$ cat config.mk
export PLATFORM = sky130hd
export DESIGN_NAME = lt_seq
export DESIGN_NICKNAME = d
export VERILOG_FILES = /design/src/rtl/lt_seq_pkg.sv /design/src/rtl/lt_wait_timer.sv /design/src/rtl/lt_lane_drive.sv /design/src/rtl/lt_status_eval.sv /design/src/rtl/lt_seq.sv
export SDC_FILE = /design/constraint.sdc
export NUM_CORES = 1
export LEC_CHECK = 0
export ABC_AREA = 0
export BUFFER_PORTS_ARGS = -buffer_cell sky130_fd_sc_hd__buf_4
export CORE_ASPECT_RATIO = 0.75
export CORE_MARGIN = 2
export CORE_UTILIZATION = 40
export CTS_CLUSTER_SIZE = 12
export DETAILED_ROUTE_END_ITERATION = 12
export PLACE_DENSITY = 0.58
export SYNTH_ARGS = -nofsm -noshare
export SYNTH_HDL_FRONTEND = slang
export SYNTH_SLANG_ARGS = --single-unit
$ cat constraint.sdc
create_clock -name clk -period 6.3 [get_ports clk]
set_clock_uncertainty 0.1 [all_clocks]
set_input_delay 0.315 -clock clk [delete_from_list [all_inputs] [get_ports clk]]
set_output_delay 0.315 -clock clk [all_outputs]
set_load 0.02 [all_outputs]
$ cat src/rtl/lt_seq_pkg.sv
package lt_seq_pkg;

  typedef enum logic [2:0] {
    ST_IDLE,
    ST_CR_WAIT,
    ST_CR_READ,
    ST_EQ_WAIT,
    ST_EQ_READ
  } lt_state_t;

  localparam logic [2:0] PAT_NONE = 3'd0;
  localparam logic [2:0] PAT_1    = 3'd1;
  localparam logic [2:0] PAT_2    = 3'd2;
  localparam logic [2:0] PAT_3    = 3'd3;
  localparam logic [2:0] PAT_4    = 3'd4;

  localparam logic [1:0] ERR_NONE = 2'd0;
  localparam logic [1:0] ERR_CR   = 2'd1;
  localparam logic [1:0] ERR_EQ   = 2'd2;

  localparam int unsigned CR_WAIT_US  = 100;
  localparam int unsigned EQ_WAIT_MAX = 16000;

  function automatic logic [2:0] eq_pattern(input logic [1:0] rate_code);
    case (rate_code)
      2'd2:    eq_pattern = PAT_3;
      2'd3:    eq_pattern = PAT_4;
      default: eq_pattern = PAT_2;
    endcase
  endfunction

  function automatic int unsigned eq_wait_us(input logic [2:0] sel);
    case (sel)
      3'd0:    eq_wait_us = 400;
      3'd1:    eq_wait_us = 4000;
      3'd2:    eq_wait_us = 8000;
      3'd3:    eq_wait_us = 12000;
      default: eq_wait_us = EQ_WAIT_MAX;
    endcase
  endfunction

endpackage

$ cat src/rtl/lt_wait_timer.sv
module lt_wait_timer #(
  parameter int W = 16
) (
  input  logic         clk,
  input  logic         rst_n,
  input  logic         load,
  input  logic [W-1:0] load_val,
  output logic         expired
);

  logic [W-1:0] cnt_q, cnt_d;

  always_comb begin
    cnt_d = cnt_q;
    if (load)
      cnt_d = load_val;
    else if (cnt_q != '0)
      cnt_d = cnt_q - W'(1);
  end

  always_ff @(posedge clk or negedge rst_n) begin
    if (!rst_n) cnt_q <= '0;
    else        cnt_q <= cnt_d;
  end

  assign expired = (cnt_q == '0);

endmodule

$ cat src/rtl/lt_lane_drive.sv
module lt_lane_drive (
  input  logic       clk,
  input  logic       rst_n,
  input  logic       clr,
  input  logic       upd,
  input  logic       active,
  input  logic [1:0] req_sw,
  input  logic [1:0] req_pe,
  output logic [1:0] sw,
  output logic [1:0] pe
);

  logic [1:0] sw_q, sw_d, pe_q, pe_d;
  logic [2:0] req_sum;

  assign req_sum = {1'b0, req_sw} + {1'b0, req_pe};

  always_comb begin
    sw_d = sw_q;
    pe_d = pe_q;
    if (clr || !active) begin
      sw_d = 2'd0;
      pe_d = 2'd0;
    end else if (upd) begin
      sw_d = req_sw;
      pe_d = (req_sum > 3'd3) ? (2'd3 - req_sw) : req_pe;
    end
  end

  always_ff @(posedge clk or negedge rst_n) begin
    if (!rst_n) begin
      sw_q <= 2'd0;
      pe_q <= 2'd0;
    end else begin
      sw_q <= sw_d;
      pe_q <= pe_d;
    end
  end

  assign sw = sw_q;
  assign pe = pe_q;

  AST_LEVEL_SUM: assert property (@(posedge clk) disable iff (!rst_n)
    ({1'b0, sw_q} + {1'b0, pe_q}) <= 3'd3);

  AST_INACTIVE_QUIET: assert property (@(posedge clk) disable iff (!rst_n)
    $past(!active) |-> (sw_q == 2'd0 && pe_q == 2'd0));

endmodule

$ cat src/rtl/lt_status_eval.sv
module lt_status_eval #(
  parameter int NL = 4
) (
  input  logic [1:0]      lane_code,
  input  logic [NL-1:0]   cr_done,
  input  logic [NL-1:0]   eq_done,
  input  logic [NL-1:0]   sym_lock,
  input  logic            aligned,
  input  logic [2*NL-1:0] adj_sw,
  input  logic [2*NL-1:0] adj_pe,
  output logic [NL-1:0]   mask,
  output logic            all_cr,
  output logic            eq_ok,
  output logic [4*NL-1:0] adj_key
);

  for (genvar i = 0; i < NL; i++) begin : g_lane
    assign mask[i] = (32'(i) < (32'd1 << lane_code));
    assign adj_key[4*i +: 4] = {adj_sw[2*i +: 2], adj_pe[2*i +: 2]} & {4{mask[i]}};
  end

  assign all_cr = ((cr_done & mask) == mask);
  assign eq_ok  = all_cr && ((eq_done & sym_lock & mask) == mask) && aligned;

endmodule

$ cat src/rtl/lt_seq.sv
module lt_seq
  import lt_seq_pkg::*;
#(
  parameter int NL           = 4,
  parameter int TICKS_PER_US = 1,
  parameter int MAX_SAME     = 5,
  parameter int MAX_EQ_TRIES = 5
) (
  input  logic            clk,
  input  logic            rst_n,
  input  logic            start,
  input  logic [1:0]      lane_code,
  input  logic [1:0]      rate,
  input  logic [2:0]      eq_wait_sel,
  output logic            rd_req,
  input  logic            rd_ack,
  input  logic [NL-1:0]   rx_cr_done,
  input  logic [NL-1:0]   rx_eq_done,
  input  logic [NL-1:0]   rx_sym_lock,
  input  logic            rx_aligned,
  input  logic [2*NL-1:0] rx_adj_swing,
  input  logic [2*NL-1:0] rx_adj_pre,
  output logic [2:0]      tps,
  output logic [2*NL-1:0] drv_swing,
  output logic [2*NL-1:0] drv_pre,
  output logic            busy,
  output logic            done,
  output logic            fail,
  output logic [1:0]      fail_code
);

  localparam int MAX_CYC = EQ_WAIT_MAX * TICKS_PER_US;
  localparam int TW      = $clog2(MAX_CYC + 1);
  localparam int SW      = $clog2(MAX_SAME + 1);
  localparam int EW      = $clog2(MAX_EQ_TRIES + 1);
  localparam int KW      = 4 * NL;
  localparam logic [TW-1:0] CR_LOAD = TW'(CR_WAIT_US * TICKS_PER_US - 1);

  lt_state_t      state_q, state_d;
  logic [1:0]     lanes_q, lanes_d, rate_q, rate_d;
  logic [2:0]     sel_q, sel_d, tps_q, tps_d;
  logic [SW-1:0]  same_q, same_d, same_n;
  logic [EW-1:0]  tries_q, tries_d, tries_n;
  logic [KW-1:0]  prev_q, prev_d;
  logic           done_q, done_d, fail_q, fail_d;
  logic [1:0]     code_q, code_d;

  logic           tmr_load, tmr_expired;
  logic [TW-1:0]  tmr_val, eq_load;
  logic           lvl_clr, lvl_upd, fin;
  logic [1:0]     fin_err;
  logic [NL-1:0]  lane_mask;
  logic           all_cr, eq_ok;
  logic [KW-1:0]  adj_key;

  assign eq_load = TW'(eq_wait_us(sel_q) * TICKS_PER_US - 1);

  lt_status_eval #(.NL(NL)) u_eval (
    .lane_code (lanes_q),
    .cr_done   (rx_cr_done),
    .eq_done   (rx_eq_done),
    .sym_lock  (rx_sym_lock),
    .aligned   (rx_aligned),
    .adj_sw    (rx_adj_swing),
    .adj_pe    (rx_adj_pre),
    .mask      (lane_mask),
    .all_cr    (all_cr),
    .eq_ok     (eq_ok),
    .adj_key   (adj_key)
  );

  lt_wait_timer #(.W(TW)) u_timer (
    .clk      (clk),
    .rst_n    (rst_n),
    .load     (tmr_load),
    .load_val (tmr_val),
    .expired  (tmr_expired)
  );

  for (genvar i = 0; i < NL; i++) begin : g_drive
    lt_lane_drive u_lane (
      .clk    (clk),
      .rst_n  (rst_n),
      .clr    (lvl_clr),
      .upd    (lvl_upd),
      .active (lane_mask[i]),
      .req_sw (rx_adj_swing[2*i +: 2]),
      .req_pe (rx_adj_pre[2*i +: 2]),
      .sw     (drv_swing[2*i +: 2]),
      .pe     (drv_pre[2*i +: 2])
    );
  end

  always_comb begin
    state_d  = state_q;
    lanes_d  = lanes_q;
    rate_d   = rate_q;
    sel_d    = sel_q;
    tps_d    = tps_q;
    same_d   = same_q;
    tries_d  = tries_q;
    prev_d   = prev_q;
    done_d   = done_q;
    fail_d   = fail_q;
    code_d   = code_q;
    tmr_load = 1'b0;
    tmr_val  = CR_LOAD;
    lvl_clr  = 1'b0;
    lvl_upd  = 1'b0;
    fin      = 1'b0;
    fin_err  = ERR_NONE;
    same_n   = (same_q != '0 && adj_key == prev_q) ? same_q + SW'(1) : SW'(1);
    tries_n  = tries_q + EW'(1);

    case (state_q)
      ST_IDLE: if (start) begin
        state_d  = ST_CR_WAIT;
        lanes_d  = lane_code;
        rate_d   = rate;
        sel_d    = eq_wait_sel;
        tps_d    = PAT_1;
        same_d   = '0;
        tries_d  = '0;
        prev_d   = '0;
        done_d   = 1'b0;
        fail_d   = 1'b0;
        code_d   = ERR_NONE;
        lvl_clr  = 1'b1;
        tmr_load = 1'b1;
      end
      ST_CR_WAIT: if (tmr_expired) state_d = ST_CR_READ;
      ST_CR_READ: if (rd_ack) begin
        if (all_cr) begin
          state_d  = ST_EQ_WAIT;
          tps_d    = eq_pattern(rate_q);
          tmr_load = 1'b1;
          tmr_val  = eq_load;
        end else begin
          same_d = same_n;
          prev_d = adj_key;
          if (same_n == SW'(MAX_SAME)) begin
            fin     = 1'b1;
            fin_err = ERR_CR;
          end else begin
            lvl_upd  = 1'b1;
            tmr_load = 1'b1;
            state_d  = ST_CR_WAIT;
          end
        end
      end
      ST_EQ_WAIT: if (tmr_expired) state_d = ST_EQ_READ;
      ST_EQ_READ: if (rd_ack) begin
        if (!all_cr) begin
          fin     = 1'b1;
          fin_err = ERR_EQ;
        end else if (eq_ok) begin
          fin = 1'b1;
        end else begin
          tries_d = tries_n;
          if (tries_n == EW'(MAX_EQ_TRIES)) begin
            fin     = 1'b1;
            fin_err = ERR_EQ;
          end else begin
            lvl_upd  = 1'b1;
            tmr_load = 1'b1;
            tmr_val  = eq_load;
            state_d  = ST_EQ_WAIT;
          end
        end
      end
      default: state_d = ST_IDLE;
    endcase

    if (fin) begin
      state_d = ST_IDLE;
      tps_d   = PAT_NONE;
      done_d  = 1'b1;
      fail_d  = (fin_err != ERR_NONE);
      code_d  = fin_err;
    end
  end

  always_ff @(posedge clk or negedge rst_n) begin
    if (!rst_n) begin
      state_q <= ST_IDLE;
      lanes_q <= 2'd0;
      rate_q  <= 2'd0;
      sel_q   <= 3'd0;
      tps_q   <= PAT_NONE;
      same_q  <= '0;
      tries_q <= '0;
      prev_q  <= '0;
      done_q  <= 1'b0;
      fail_q  <= 1'b0;
      code_q  <= ERR_NONE;
    end else begin
      state_q <= state_d;
      lanes_q <= lanes_d;
      rate_q  <= rate_d;
      sel_q   <= sel_d;
      tps_q   <= tps_d;
      same_q  <= same_d;
      tries_q <= tries_d;
      prev_q  <= prev_d;
      done_q  <= done_d;
      fail_q  <= fail_d;
      code_q  <= code_d;
    end
  end

  assign rd_req    = (state_q == ST_CR_READ) || (state_q == ST_EQ_READ);
  assign busy      = (state_q != ST_IDLE);
  assign tps       = tps_q;
  assign done      = done_q;
  assign fail      = fail_q;
  assign fail_code = code_q;

  AST_REQ_HELD: assert property (@(posedge clk) disable iff (!rst_n)
    rd_req && !rd_ack |=> rd_req);

  AST_REQ_AFTER_WAIT: assert property (@(posedge clk) disable iff (!rst_n)
    $rose(rd_req) |-> $past(tmr_expired));

  AST_CR_PATTERN: assert property (@(posedge clk) disable iff (!rst_n)
    (state_q == ST_CR_WAIT || state_q == ST_CR_READ) |-> tps == PAT_1);

  AST_EQ_PATTERN: assert property (@(posedge clk) disable iff (!rst_n)
    (state_q == ST_EQ_WAIT || state_q == ST_EQ_READ) |-> tps == eq_pattern(rate_q));

  AST_DONE_QUIET: assert property (@(posedge clk) disable iff (!rst_n)
    done |-> (tps == PAT_NONE && !busy && !rd_req));

  AST_FAIL_CODED: assert property (@(posedge clk) disable iff (!rst_n)
    fail |-> (done && fail_code != ERR_NONE));

endmodule

==> flow_metrics.tcl, run 1 <==
set metrics [dict create \
    async_flop_share 1.00 \
    worstMarginPinSlew_ns 1.05 \
    worstReg2RegStart "lanes_q[1]$_DFFE_PN0P_" \
    synth.net_count 476 \
    n_antenna_cell 0 \
    worstSetupStartpoint "lanes_q[1]$_DFFE_PN0P_" \
    core_um2 9580 \
    post-route-period-util 0.532 \
    vias 3328 \
    switching_share 0.374 \
    final_antenna_net_count 0 \
    rr_worst_depth 7 \
    cp_num_buf_inv 0 \
    initial_utilization 0.407 \
    cts_setup_buffers 0 \
    vias_per_cell 5.38 \
    wire_per_inst_um 15.9 \
    die_width_um 118 \
    totalWireLength_um 9840 \
    tns_ns 0 \
    yosysUniqueCellTypes 58 \
    synth_edf_count 0 \
    hold_viol 0 \
    synth-xor-area-share 0.0539 \
    path_cells "nor2_1 > nor2_1 > o32ai_1 > nand2_1 > o31ai_1 > nand2_1 > a31o_2" \
    p_int_uw 1220 \
    cts_buffer_depth 2 \
    fin_crit_ns 3.35 \
    cp_data_arrival_time_ns 3.47 \
    layout.cells.non_filler 619 \
    drc 0 \
    end_kind "flop" \
    die_h_um 89.5 \
    firstDrtPassIters 5 \
    antenna_found_initial 0 \
    peakVddDrop_mv 0.204 \
    cts_root_buf "clkbuf_16" \
    row_count 31 \
    required_ns 6.42 \
    synth-compound-area-share 0.192 \
    relSlewSlack 0.298 \
    hp-class "in -> async" \
    fill_cells 897 \
    synthFlopType "dfrtp_1" \
    synthTopCellsByArea "dfrtp_1 44%, nand2_1 6.7%, ha_1 4.5%" \
    fmax_mhz 298 \
    grt_max_degree 70 \
    synth_area_um2 3900 \
    synthCells 422 \
    drive_above_1_share 0.191 \
    pwr-share-clk 0.271 \
    p_leak_uw 0.00226 \
    critPathSlowestCell "o31ai_1" \
    syn_to_final_growth_pct 22.9 \
    synth_top_cell_by_area "dfrtp_1" \
    cts_tree "yes" \
    cts_sinks 69 \
    synthSimpleGateAreaFrac 0.198 \
    yosysWarnings 0 \
    critPathLaunchType "flop" \
    cts_buffers 9 \
    grt_remaining_overflow 0 \
    syn_avg_cell_area_um2 9.25 \
    path_clk_slew_ns 0.05 \
    slew_violations 0 \
    seqPwrFrac 0.369 \
    grt_pass1_wl_um 16400 \
    hpwlAfterDp_um 6920 \
    gp_congestion 0.834 \
    yosysSeqAreaShare 0.442 \
    post_cts_resized 0 \
    rsz0062_at_grt "no" \
    worstReg2RegEnd "g_drive[1].u_lane.sw[1]$_DFFE_PN0P_" \
    path_class "reg -> reg" \
    finalSetupViolCount 0 \
    hold_buffers 0 \
    path_delay_family "compound AO/OA/AOI/OAI gates" \
    grt.total_usage 0.199 \
    cap_violations 0 \
    synth_most_common_cell "nand2_1" \
    post-place-cells 603 \
    synth_fa_ha_area_frac 0.0449 \
    ioPinCount 65 \
    synth_top_family_by_area "simple AND/OR/NAND/NOR gates" \
    dr.first_iter.drc_count 209 \
    port_buffers 64 \
    synth_top_area_frac 0.442 \
    p_per_area_nw_per_um2 406 \
    die_area_um2 10600 \
    ys_ff_latch 69 \
    cp_slowest_stage_delay_ns 0.55 \
    htreeDepth 3 \
    insertion_delay_ns 0.33 \
    nets 536 \
    place_ws_ns 2.98 \
    p_comb_frac 0.360 \
    grt_pass1_vias 3178 \
    outcome "finished, final reports clean" \
    power.switching_uw 727 \
    setup_slack_ns 2.95 \
    synthMuxAreaShare 0.0256 \
    rrSetupSlack_ns 2.95 \
    synth_common_cells "70 x nand2_1, 69 x dfrtp_1, 24 x inv_1" \
    crit_fanout 12 \
]
## cell families after synthesis
| family | after synthesis |
|---|---|
| AOI/OAI and AO/OA | 105 |
| and+or+nand+nor | 159 |
| DFF | 69 |
| adders and majority gates | 14 |
| xor gates and xnor gates | 24 |
| muxes | 10 |
| buffers and inverters | 41 |
## power by group through the flow
stage          Sequential, uW  Combinational, uW  Clock [uW]
2_1_floorplan             708                484           0
3_3_place_gp              717                697           0
3_5_place_dp              722                703           0
4_1_cts                   716                709         537
5_1_grt                   742                788         555
6_report                  717                701         528
## cells in the final DEF (no fill, tap or decap), types with 4 or more instances in the layout
| cell | n |
|---|---|
| nand2b_1 | 6 |
| dfrtp_1 | 69 |
| a21oi_1 | 18 |
| xnor2_1 | 16 |
| nor2_1 | 23 |
| nand3_1 | 12 |
| and2_1 | 4 |
| nor3_1 | 5 |
| nand2_1 | 70 |
| ha_1 | 14 |
| nand4_1 | 4 |
| mux2i_1 | 10 |
| a22o_1 | 10 |
| nor4bb_1 | 4 |
| buf_4 | 66 |
| xor2_1 | 8 |
| a32o_1 | 9 |
| a22oi_1 | 6 |
| or2_2 | 4 |
| or3_1 | 10 |
| clkbuf_16 | 9 |
| o21ai_0 | 22 |
| nor2b_1 | 6 |
| inv_1 | 24 |
## state kept, by name, indices dropped and copies added (netlist names)
| name | flops |
|---|---|
| fail_code | 2 |
| sel_q | 3 |
| g_drive.u_lane.pe | 8 |
| tps | 3 |
| lanes_q | 2 |
| u_timer.cnt_q | 14 |
| rate_q | 2 |
| same_q | 3 |
| state_q | 3 |
| done | 1 |
| prev_q | 16 |
| tries_q | 3 |
| fail | 1 |
| g_drive.u_lane.sw | 8 |
## layer usage
layer	wire length (um)	track usage	vias to the layer above
met5	0	0	-
met1	5050	0.290	1592
met4	156	0.0570	0
met3	443	0.0453	19
met2	4190	0.297	88
li1	-	-	1629
## worst max path at each step
stage                                                to  cells after the start
floorplan                        state_q[1]$_DFFE_PN0P_                      8
global placement    g_drive[1].u_lane.sw[0]$_DFFE_PN0P_                      7
detailed placement  g_drive[1].u_lane.sw[1]$_DFFE_PN0P_                      7
CTS                 g_drive[1].u_lane.sw[1]$_DFFE_PN0P_                      7
global route              u_timer.cnt_q[11]$_DFFE_PN0P_                      7
finish              g_drive[1].u_lane.sw[1]$_DFFE_PN0P_                      7
## final cells by class
| cell class | instances | area (um^2) | area share |
|---|---|---|---|
| Inverter | 24 | 90.1 | 0.0188 |
| Tap cell | 132 | 165 | 0.0344 |
| Clock inverter | 4 | 45.0 | 0.00939 |
| Multi-Input combinational cell | 312 | 2010 | 0.419 |
| Clock buffer | 12 | 267 | 0.0556 |
| Timing Repair Buffer | 66 | 495 | 0.103 |
| Sequential cell | 69 | 1730 | 0.360 |
## per-stage QoR
step           power (uW)  area (um^2)  utilization  hold WS [ns]
6_report             1950         4800        0.501        0.0149
3_3_place_gp         1410         4490        0.468         0.390
3_5_place_dp         1420         4490        0.468         0.376
2_1_floorplan        1190         3900            -       -0.0806
4_1_cts              1960         4800        0.501        0.0612
5_1_grt              2080         4800        0.501        0.0788
Note: power is estimated with default switching activity, not from simulation.
==> run 2: changes to the inputs <==
==> constraint.sdc (replaced) <==
create_clock -name clk -period 3.5 [get_ports clk]
set_clock_uncertainty 0.1 [all_clocks]
set_input_delay 0.175 -clock clk [delete_from_list [all_inputs] [get_ports clk]]
set_output_delay 0.175 -clock clk [all_outputs]
set_load 0.02 [all_outputs]
==> run 2 against run 1 <==
Power increased by 83%; non-clock buffer count increased by 14; die area unchanged; routed wire length is 1.0% higher; global-route usage decreased by 0.30 points; sequential share of layout area down 1.0 points; critical path type unchanged; largest cell class unchanged.
==> flow_metrics.tcl, run 2 (synthesis results as in run 1) <==
set metrics [dict create \
    grt_remaining_overflow 0 \
    gp_congestion 0.839 \
    critPathSlowestCell "o21ai_1" \
    relSlewSlack 0.395 \
    syn_to_final_growth_pct 26.6 \
    crit_fanout 19 \
    hpwlAfterDp_um 7050 \
    row_count 31 \
    outcome "finished, final reports clean" \
    fill_cells 888 \
    drive_above_1_share 0.194 \
    final_cell_mix "71 x buf_4, 70 x nand2_1, 69 x dfrtp_1" \
    tns_ns 0 \
    place_ws_ns 0.707 \
    cp_data_arrival_time_ns 2.89 \
    cts_root_buf "clkbuf_16" \
    vias_per_cell 5.36 \
    cap_violations 0 \
    switching_share 0.362 \
    seqCellArea_um2 1730 \
    grt_pass1_vias 3148 \
    htreeDepth 3 \
    totalWireLength_um 9930 \
    cp_slowest_stage_delay_ns 0.49 \
    die_width_um 118 \
    rsz0062_at_grt "no" \
    die_h_um 89.5 \
    post-route-period-util 0.792 \
    antenna_found_initial 0 \
    initial_utilization 0.407 \
    end_kind "flop" \
    path_delay_family "compound AO/OA/AOI/OAI gates" \
    multi_input_area_um2 2010 \
    power.switching_uw 1290 \
    cp_num_buf_inv 0 \
    seqPwrFrac 0.364 \
    postLayoutCellArea_um2 4940 \
    slew_violations 0 \
    peakVddDrop_mv 0.331 \
    largest-register "prev_q" \
    fmax_mhz 361 \
    cts_buffer_depth 2 \
    core_um2 9580 \
    dr.first_iter.drc_count 200 \
    p_comb_frac 0.357 \
    placedInstanceArea_um2 4520 \
    largest_reg_flops 16 \
    p_per_area_nw_per_um2 719 \
    path_cells "nand2b_1 > o21ai_1 > and4_1 > o311a_1 > nand3b_2 > a22o_1" \
    path_clk_slew_ns 0.05 \
    path_class "reg -> reg" \
    cts_sinks 69 \
    final_util 0.516 \
    pwr-share-clk 0.280 \
    grt_pass1_wl_um 16000 \
    p_int_uw 2270 \
    n_antenna_cell 0 \
    grt.total_usage 0.196 \
    fin_crit_ns 2.77 \
    final_common_cell "buf_4" \
    nets 550 \
    hold_viol 0 \
    largestRegisters "prev_q: 16 flops, u_timer.cnt_q: 14 flops" \
    port_buffers 64 \
    p_leak_uw 0.00232 \
    cts_tree "yes" \
    grt_max_degree 70 \
    setup_slack_ns 0.727 \
    die_area_um2 10600 \
    required_ns 3.61 \
    worstMarginPinSlew_ns 0.908 \
    firstDrtPassIters 4 \
    post_cts_resized 0 \
    insertion_delay_ns 0.33 \
    final_antenna_net_count 0 \
    p_total_uw 3550 \
    wire_per_inst_um 15.7 \
    critPathLaunchType "flop" \
    cts_buffers 9 \
    vias 3392 \
    drc 0 \
    hp-class "in -> reg" \
    ioPinCount 65 \
    finalSetupViolCount 0 \
]
==> run 2: power by group through the flow <==
stage               sequential (uW)  combinational, uW  clock [uW]
global placement               1300               1240           0
global route                   1330               1420        1060
floorplan                      1270                871           0
CTS                            1290               1280        1010
finish                         1290               1270         993
detailed placement             1300               1260           0
==> run 2: metrics by stage <==
stage,instances,hold WS [ns]
6_report,633,0.0156
5_1_grt,633,0.0236
4_1_cts,633,0.000708
3_5_place_dp,608,0.269
3_3_place_gp,608,0.265
2_1_floorplan,422,-0.221
==> run 2: timing repair <==
item                      in CTS  in global routing
hold endpoints to repair      77                  0
hold buffers                   9                  0
setup buffers                  0                  0
==> run 2: final timing paths <==
kind | startpoint | end | slack [ns] | cells after the start
max | lanes_q[1]$_DFFE_PN0P_ | prev_q[5]$_DFFE_PN0P_ | 0.73 | 6
min | rx_adj_swing[0] | prev_q[2]$_DFFE_PN0P_ | 0.02 | 2
max reg2reg | lanes_q[1]$_DFFE_PN0P_ | prev_q[5]$_DFFE_PN0P_ | 0.73 | 6
min reg2reg | prev_q[2]$_DFFE_PN0P_ | prev_q[2]$_DFFE_PN0P_ | 0.42 | 1
max in group asynchronous | rst_n | tries_q[1]$_DFFE_PN0P_ | 2.29 | 2
min in group asynchronous | rst_n | prev_q[7]$_DFFE_PN0P_ | 0.42 | 2
==> run 2: area by class of cell <==
class,count,share of cell area
Timing Repair Buffer,80,0.126
Inverter,24,0.0182
Tap cell,132,0.0334
Multi-Input combinational cell,312,0.407
Clock inverter,4,0.0142
Clock buffer,12,0.0519
Sequential cell,69,0.350
==> run 2: worst register-to-register path, cell delays in order, from the launching register on <==
cell and delay [ns]:
dfrtp_1 0.46, nand2b_1 0.21, o21ai_1 0.49, and4_1 0.28
o311a_1 0.32, nand3b_2 0.42, a22o_1 0.39
==> run 2: per-layer routing <==
metal  global-route usage  wire, um  vias to the layer above
met5                    0         0                        -
met1                0.275      4950                     1648
met4               0.0548       100                        0
met2                0.305      4390                       82
met3               0.0478       498                       12
li1                     -         -                     1650
